===== src/rtl/can_destuff_pkg.sv =====
`timescale 1ns/1ps
package can_destuff_pkg;

    typedef enum logic [1:0] {
        SEQ_IDLE = 2'd0,
        SEQ_LIVE = 2'd1,
        SEQ_PASS = 2'd2
    } seq_state_e;

endpackage


===== src/rtl/cd_history.sv =====
`timescale 1ns/1ps
// Raw-bit history: the last RUN_LEN received bits, stuff bits included.
module cd_history #(
    parameter int RUN_LEN = 5
) (
    input  logic clk,
    input  logic rst_n,
    input  logic clr,
    input  logic shift,
    input  logic din,
    output logic primed,
    output logic run_eq,
    output logic last_bit
);
    localparam int FILL_W = $clog2(RUN_LEN + 1);
    localparam logic [FILL_W-1:0] FILL_FULL = FILL_W'(RUN_LEN);

    logic [RUN_LEN-1:0] hist;
    logic [FILL_W-1:0]  fill;

    always_ff @(posedge clk) begin
        if (!rst_n) begin
            hist <= '0;
            fill <= '0;
        end else if (clr) begin
            hist <= shift ? {{(RUN_LEN-1){1'b0}}, din} : '0;
            fill <= shift ? FILL_W'(1) : '0;
        end else if (shift) begin
            hist <= {hist[RUN_LEN-2:0], din};
            if (fill != FILL_FULL) begin
                fill <= fill + FILL_W'(1);
            end
        end
    end

    always_comb begin
        primed   = (fill == FILL_FULL);
        run_eq   = (&hist) | ~(|hist);
        last_bit = hist[0];
    end

endmodule


===== src/rtl/cd_seq.sv =====
`timescale 1ns/1ps
// Frame sequencer: frame open/close, stuffing window, frame-bit counter.
module cd_seq
    import can_destuff_pkg::*;
#(
    parameter int IDX_W      = 10,
    parameter int STUFF_TAIL = 16
) (
    input  logic             clk,
    input  logic             rst_n,
    input  logic             frame_start,
    input  logic             frame_end,
    input  logic             bit_vld,
    input  logic             is_stuff,
    input  logic [IDX_W-1:0] stuff_limit,
    output logic             accept,
    output logic             live,
    output logic [IDX_W-1:0] cur_idx
);
    localparam int LIM_W = IDX_W + 1;

    seq_state_e       state, state_nx;
    logic [IDX_W-1:0] cnt;
    logic             over;

    // state register
    always_ff @(posedge clk) begin
        if (!rst_n) begin
            state <= SEQ_IDLE;
        end else begin
            state <= state_nx;
        end
    end

    // frame-bit counter
    always_ff @(posedge clk) begin
        if (!rst_n) begin
            cnt <= '0;
        end else if (frame_end) begin
            cnt <= '0;
        end else if (frame_start) begin
            cnt <= (accept && !is_stuff) ? IDX_W'(1) : '0;
        end else if (accept && !is_stuff) begin
            cnt <= cnt + IDX_W'(1);
        end
    end

    // outputs of the sequencer
    always_comb begin
        cur_idx = frame_start ? '0 : cnt;
        over    = LIM_W'(cur_idx) > (LIM_W'(stuff_limit) + LIM_W'(STUFF_TAIL));
        accept  = bit_vld && !frame_end && (frame_start || state != SEQ_IDLE);
        live    = (frame_start || state == SEQ_LIVE) && !over;
    end

    // next state
    always_comb begin
        state_nx = state;
        unique case (state)
            SEQ_IDLE: begin
                if (frame_start && !frame_end) state_nx = SEQ_LIVE;    // open
            end
            SEQ_LIVE: begin
                if (frame_end)              state_nx = SEQ_IDLE;       // close
                else if (frame_start)       state_nx = SEQ_LIVE;       // restart
                else if (accept && over)    state_nx = SEQ_PASS;       // tail
            end
            SEQ_PASS: begin
                if (frame_end)              state_nx = SEQ_IDLE;       // close
                else if (frame_start)       state_nx = SEQ_LIVE;       // restart
            end
            default: state_nx = SEQ_IDLE;
        endcase
    end

endmodule


===== src/rtl/can_destuff.sv =====
`timescale 1ns/1ps
// CAN bit destuffer: splits sampled bits into frame bits and stuff bits.
module can_destuff #(
    parameter int IDX_W      = 10,
    parameter int RUN_LEN    = 5,
    parameter int STUFF_TAIL = 16
) (
    input  logic             clk,
    input  logic             rst_n,
    input  logic             bit_vld,
    input  logic             bit_val,
    input  logic             frame_start,
    input  logic             frame_end,
    input  logic [IDX_W-1:0] stuff_limit,
    output logic             frame_vld,
    output logic             stuff_vld,
    output logic             out_bit,
    output logic [IDX_W-1:0] out_idx,
    output logic             stuff_err
);
    logic             accept, live;
    logic [IDX_W-1:0] cur_idx;
    logic             h_primed, h_run_eq, h_last;
    logic             run_hit, stuff_hit, err_hit;

    cd_history #(.RUN_LEN(RUN_LEN)) i_hist (
        .clk      (clk),
        .rst_n    (rst_n),
        .clr      (frame_start || frame_end),
        .shift    (accept),
        .din      (bit_val),
        .primed   (h_primed),
        .run_eq   (h_run_eq),
        .last_bit (h_last)
    );

    cd_seq #(.IDX_W(IDX_W), .STUFF_TAIL(STUFF_TAIL)) i_seq (
        .clk         (clk),
        .rst_n       (rst_n),
        .frame_start (frame_start),
        .frame_end   (frame_end),
        .bit_vld     (bit_vld),
        .is_stuff    (stuff_hit),
        .stuff_limit (stuff_limit),
        .accept      (accept),
        .live        (live),
        .cur_idx     (cur_idx)
    );

    // history of a previous frame is void when a new one opens this cycle
    always_comb begin
        run_hit   = accept && live && h_primed && !frame_start && h_run_eq;
        stuff_hit = run_hit && (bit_val != h_last);
        err_hit   = run_hit && (bit_val == h_last);
    end

    always_ff @(posedge clk) begin
        if (!rst_n) begin
            frame_vld <= 1'b0;
            stuff_vld <= 1'b0;
            stuff_err <= 1'b0;
            out_bit   <= 1'b0;
            out_idx   <= '0;
        end else begin
            frame_vld <= accept && !stuff_hit;
            stuff_vld <= stuff_hit;
            stuff_err <= err_hit;
            if (accept) begin
                out_bit <= bit_val;
                out_idx <= cur_idx;
            end
        end
    end

endmodule


===== config.mk =====
export PLATFORM = sky130hd
export DESIGN_NAME = can_destuff
export DESIGN_NICKNAME = d
export VERILOG_FILES = /design/src/rtl/can_destuff_pkg.sv /design/src/rtl/cd_history.sv /design/src/rtl/cd_seq.sv /design/src/rtl/can_destuff.sv
export SDC_FILE = /design/constraint.sdc
export NUM_CORES = 1
export LEC_CHECK = 0
export BUFFER_PORTS_ARGS = -buffer_cell sky130_fd_sc_hd__buf_2
export CORE_MARGIN = 3
export CORE_UTILIZATION = 56
export DETAILED_ROUTE_END_ITERATION = 12
export PLACE_DENSITY = 0.79
export SETUP_SLACK_MARGIN = 0.15
export SYNTH_ARGS = -nofsm -noshare
export SYNTH_HDL_FRONTEND = slang
export SYNTH_SLANG_ARGS = --single-unit

===== constraint.sdc =====
create_clock -name clk -period 2.6 [get_ports clk]
set_input_delay 0 -clock clk [delete_from_list [all_inputs] [get_ports clk]]
set_output_delay 0 -clock clk [all_outputs]
set_load 0.02 [all_outputs]

## After elaboration in Yosys (flattened, before gate mapping)

Cells that the tools add are included.

- $add $sub $neg: 3
- Multipliers: 0
- Div/mod/pow operators: 0
- Magnitude comparators: 1
- Equality and inequality tests: 9
- Shift-type cells: 0
- Mux-type cells: 18
- Bitwise logic cells: 3
- Reductions and logical operators: 29

Operators with widths:

| cell | number |
|---|---|
| $mux W10 | 3 |
| $logic_and A1 B1 Y1 | 12 |
| $mux W2 | 6 |
| $add A10 B5 Y11 const B | 1 |
| $gt A10 B11 Y1 | 1 |
| $add A10 B1 Y10 const B | 1 |
| $mux W5 | 2 |
| $mux W3 | 3 |
| $reduce_bool A2 Y1 | 4 |
| $ne A3 B3 Y1 const B | 2 |
| $pmux W2 S3 | 1 |
| $reduce_and A5 Y1 | 1 |
| $reduce_or A5 Y1 | 1 |
| $logic_not A1 Y1 | 4 |
| $ne A4 B4 Y1 const B | 1 |
| $add A3 B1 Y3 const B | 1 |
| $eq A3 B3 Y1 const B | 1 |
| $logic_or A1 B1 Y1 | 3 |
| $mux W1 | 3 |
| $reduce_and A3 Y1 | 1 |
| $eq A2 B1 Y1 const B | 1 |
| $eq A2 B2 Y1 const B | 1 |
| $logic_not A2 Y1 | 1 |
| $ne A2 B1 Y1 const B | 1 |
| 6 further kinds | 7 |

- Register bits: 34
- Latch bits: 0
- RAM bits: 0
- ROM bits: 0
- Bits of input ports: 16
- Output and inout bits: 14
- Logic and storage cells: 72
- Memories kept: 0

## Longest topological paths before layout

- Depth in word-level cells: 13
- Mapped depth: 11
- Mapped depth without buffers: 10

## By module

Synthesis repeated with hierarchy kept, for this count alone.

- Cells, all modules: 209
- Area, all modules: 1919.3 sq um

Modules (own cells, without submodules):

| module | instances | cells an instance | area an instance (sq um) | seq. area each (sq um) |
|---|---|---|---|---|
| cd_seq | 1 | 121 | 963.4 | 240.2 |
| can_destuff | 1 | 48 | 565.5 | 280.3 |
| cd_history | 1 | 40 | 390.4 | 160.2 |

## Worst setup path before layout

Ideal clock, no wire load.

- Path type: reg2reg
- Start: register i_seq.cnt[6]
- End: register i_seq.state[0]
- Setup time: 86 ps
- Arrival: 2012 ps
- Required time: 2514 ps
- Setup slack: 502 ps
- Stages on the path, launching flop included: 10
- Buffers on the path: 1
- Period minus slack after synthesis: 2098 ps
- Path through: dfxtp_1 nor2b_1 ha_1 nand4_1 or3_1 and3_1 o211ai_4 buf_2 a21oi_1 a211oi_1

- Word-level cells in the longest chain between the ends: 5

Ends and longest elaborated chain:

| element | RTL line | RTL |
|---|---|---|
| from (decl) | cd_seq.sv:23 | `logic [IDX_W-1:0] cnt;` |
| from (signal assigned) | cd_seq.sv:42 | `cnt <= (accept && !is_stuff) ? IDX_W'(1) : '0;` |
| from (signal assigned) | cd_seq.sv:44 | `cnt <= cnt + IDX_W'(1);` |
| $mux W10 | cd_seq.sv:50 | `cur_idx = frame_start ? '0 : cnt;` |
| via cur_idx[6] | can_destuff.sv:22 | `logic [IDX_W-1:0] cur_idx;` |
| $gt A10 B11 Y1 | cd_seq.sv:51 | `over = LIM_W'(cur_idx) > (LIM_W'(stuff_limit) + LIM_W'(STUFF_TAIL));` |
| $logic_and A1 B1 Y1 | cd_seq.sv:66 | `else if (accept && over) state_nx = SEQ_PASS;` |
| $ne A4 B4 Y1 (no source line) | - |  |
| $reduce_and A3 Y1 (no source line) | - |  |
| to (signal assigned) | cd_seq.sv:31 | `state <= state_nx;` |
| to (decl) | cd_seq.sv:22 | `seq_state_e state, state_nx;` |

The timed path passes the listed nets, and every way through them passes these cells.
A chain may end at the register's enable or synchronous reset.

## Worst setup path in the final report

Same ends and word-level chain as after synthesis.

==> results.sh <==
export IMPL_globalRouteOverflowTotal=0
export IMPL_fin_worst_skew_ns=0.0186
export IMPL_synth_top_flop_cell="dfxtp_1"
export IMPL_hp_class="input pin to flip-flop"
export IMPL_wire_per_inst_um=13.4
export IMPL_dpl_hpwl_mm=3.00
export IMPL_num_rows=20
export IMPL_vias=1755
export IMPL_leakage_uw=0.000861
export IMPL_async_reset_ff_share_pct=0
export IMPL_drtIter0Drc=56
export IMPL_root_buffer="clkbuf_4"
export IMPL_critPathLaunchType="flip-flop"
export IMPL_synth_nets=264
export IMPL_io_pins=30
export IMPL_ant_nets=0
export IMPL_synth_seq_cells=34
export IMPL_fillers=272
export IMPL_insertion_delay_ns=0.35
export IMPL_cp_data_required_time_ns=2.87
export IMPL_drc_errors=0
export IMPL_synth_edf_count=0
export IMPL_syn_area_per_cell_um2=8.35
export IMPL_finalMaxSlewViolations=0
export IMPL_total_power_uw=1020
export IMPL_cts_max_level=2
export IMPL_p_per_area_nw_per_um2=460
export IMPL_ir_drop_uv=265
export IMPL_cts_tree="built"
export IMPL_syn_inst=234
export IMPL_antenna_found_initial=0
export IMPL_n_antenna_cell=0
export IMPL_regToRegStartpoint="i_seq.cnt[6]"
export IMPL_syn_area_um2=1950
export IMPL_port_buffers=29
export IMPL_min_period_over_period_pct=86.6
export IMPL_gp_congestion=0.835
export IMPL_vias_per_cell=5.68
export IMPL_ys_seq_area_share_pct=34.8
export IMPL_maxCapViolCount=0
export IMPL_worstRegToRegCells=7
export IMPL_clock_fmax_ghz=0.444
export IMPL_grt_pass1_wl_mm=7.26
export IMPL_post_cts_buffers=0
export IMPL_yosys_area_top_type="dfxtp_1"
export IMPL_drive_gt1_share_pct=18.5
export IMPL_finalSetupTns_ns=0
export IMPL_grt_usage_pct=21.8
export IMPL_crit_end="i_seq.state[0]"
export IMPL_core_um2=3180
export IMPL_clk_path_buf_depth=2
export IMPL_reg2reg_slack_ns=0.35
export IMPL_ys_types=41
export IMPL_final_cells=309
export IMPL_crit_type="flip-flop to flip-flop"
export IMPL_crit_start="i_seq.cnt[6]"
export IMPL_multiInputGateArea_um2=1190
export IMPL_drt_pass1_iter_count=4
export IMPL_drt_wl_total_mm=4.14
export IMPL_cts_inserted_buffers=5
export IMPL_clk_pin_slew_ns=0.12
export IMPL_fin_ws_ns=0.348
export IMPL_start_util_pct=61.5
export IMPL_worst_pin_slew_ns=0.913
export IMPL_syn2layout_area_growth_pct=13.6
export IMPL_grt_pass1_vias=1604
export IMPL_status="finished, final reports clean"
export IMPL_synth_area_leaders="dfxtp_1, ha_1, nand2_1, a21oi_1, a21boi_0"
export IMPL_synth_warnings=0
export IMPL_r2r_end="i_seq.state[0]"
export IMPL_fin_crit_ns=2.25
export IMPL_place_inst=299
export IMPL_rsz0062_at_grt="false"
export IMPL_cts_sinks=34
export IMPL_seq_area_um2=681
export IMPL_grt_start_max_net_pins=23
export IMPL_hold_viol_final=0
export IMPL_slew_headroom_pct=38.9
export IMPL_die_w_um=65.1
export IMPL_fp_dieH_um=65.1
export IMPL_fin_nets=294
export IMPL_yosysTopAreaCellShare_pct=34.8
export IMPL_setup_viol=0
export IMPL_post_place_ws_ns=0.338
export IMPL_crit_fanout=16
export IMPL_crit_path_end_kind="flip-flop"
export IMPL_cp_arrival_ns=2.52
export IMPL_design_die_area_um2=4230
[power by group]
part	total, uW	leakage (uW)	internal [uW]	switching [uW]
combinational	96.7	0.000549	37.8	58.9
clock	397	0.0000374	202	195
sequential	527	0.000274	524	3.27
[cells by family after synthesis]
kind of cell	synth area share, %
xor+xnor	2.24
mux	2.05
fa+ha+maj	8.97
compound gates	22.4
buf+inv	4.42
flops	34.8
simple gates	25.0
[per-stage QoR]
step | cell area [um2] | util [%] | hold slack, ns
2_1_floorplan | 1950 | - | 0.136
3_3_place_gp | 2110 | 66.5 | 0.279
3_5_place_dp | 2110 | 66.5 | 0.280
4_1_cts | 2210 | 69.7 | 0.111
5_1_grt | 2220 | 69.8 | 0.129
6_report | 2220 | 69.8 | 0.121
[sequential cells by signal, summed over array words and instances (netlist names)]
name / count
i_hist.hist: 5
i_seq.cnt: 10
out_bit: 1
stuff_err: 1
i_seq.state: 2
out_idx: 10
frame_vld: 1
stuff_vld: 1
i_hist.fill: 3
[cells in the mapped netlist (2+ instances only)]
cell	n
o21ai_1	5
a21boi_0	12
and4_1	2
inv_1	8
a2111o_1	5
nand2_1	44
o21ai_0	7
nor2_1	5
nand2b_1	3
buf_2	2
and3_1	2
or3_1	4
nand4_1	6
nand3b_1	2
clkbuf_1	6
nor2b_1	12
ha_1	14
mux2i_1	4
xor2_1	4
dfxtp_1	34
a21oi_1	23
nand3_1	8
a211oi_1	3
a21oi_2	2
[layer usage]
| metal | vias up | share of wire (%) | global-route usage (%) |
|---|---|---|---|
| met3 | 10 | 4.8 | 5.89 |
| met1 | 812 | 49 | 28.3 |
| met4 | 0 | 2.1 | 8.55 |
| met2 | 41 | 44 | 34.2 |
| li1 | 892 | - | - |
| met5 | - | 0 | 0 |
[how the worst min path moves through the flow]
stage	start	end	slack, ns	depth (start not counted)
finish	bit_vld	i_hist.hist[4]	0.12	5
global route	bit_vld	i_hist.hist[3]	0.13	5
CTS	bit_vld	i_hist.hist[4]	0.11	5
detailed placement	bit_val	i_hist.hist[0]	0.28	3
global placement	bit_val	i_hist.hist[0]	0.28	3
floorplan	bit_val	i_hist.hist[0]	0.14	2
[critical path, stage by stage, from the launching register on]
cell      delay (ns)
dfxtp_1         0.44
nor2b_2         0.22
ha_1            0.27
a211oi_1        0.23
o221ai_1        0.24
o211ai_4        0.48
a21oi_1         0.14
a211oi_1        0.17
[area by class of cell]
| cell class | instances | area share [%] |
|---|---|---|
| multi-input cells | 182 | 53.7 |
| inverters | 8 | 1.35 |
| well taps | 44 | 2.48 |
| flip-flops and latches | 34 | 30.7 |
| clock inverters | 3 | 2.03 |
| repair buffers | 33 | 8.12 |
| clock buffers | 5 | 1.69 |
[cells in the final DEF (no fill, tap or decap), types with 2 or more instances in the layout]
cell type,netlist,routed
a21oi_2,2,2
buf_4,0,2
a211oi_1,3,3
nand2b_1,3,3
nand4_1,6,6
or3_1,4,4
mux2i_1,4,4
nand2_1,44,44
a2111o_1,5,5
dfxtp_1,34,34
a21boi_0,12,12
dlygate4sd3_1,0,2
buf_2,2,29
xor2_1,4,4
ha_1,14,14
clkbuf_4,0,5
a21oi_1,23,23
clkinvlp_4,0,2
nand3b_1,2,2
and4_1,2,2
inv_1,8,8
nor2_1,5,5
o21ai_0,7,6
and3_1,2,2
nand3_1,8,8
nor2b_1,12,10
nor2b_2,0,2
o21ai_1,5,6
[timing repair]
item                                   in CTS  in global routing
resized for setup                           0                  3
endpoints found under the hold margin      11                  0
setup endpoints to repair                   0                  3
hold buffers                                2                  0
Note: power is estimated with default switching activity, not from simulation.
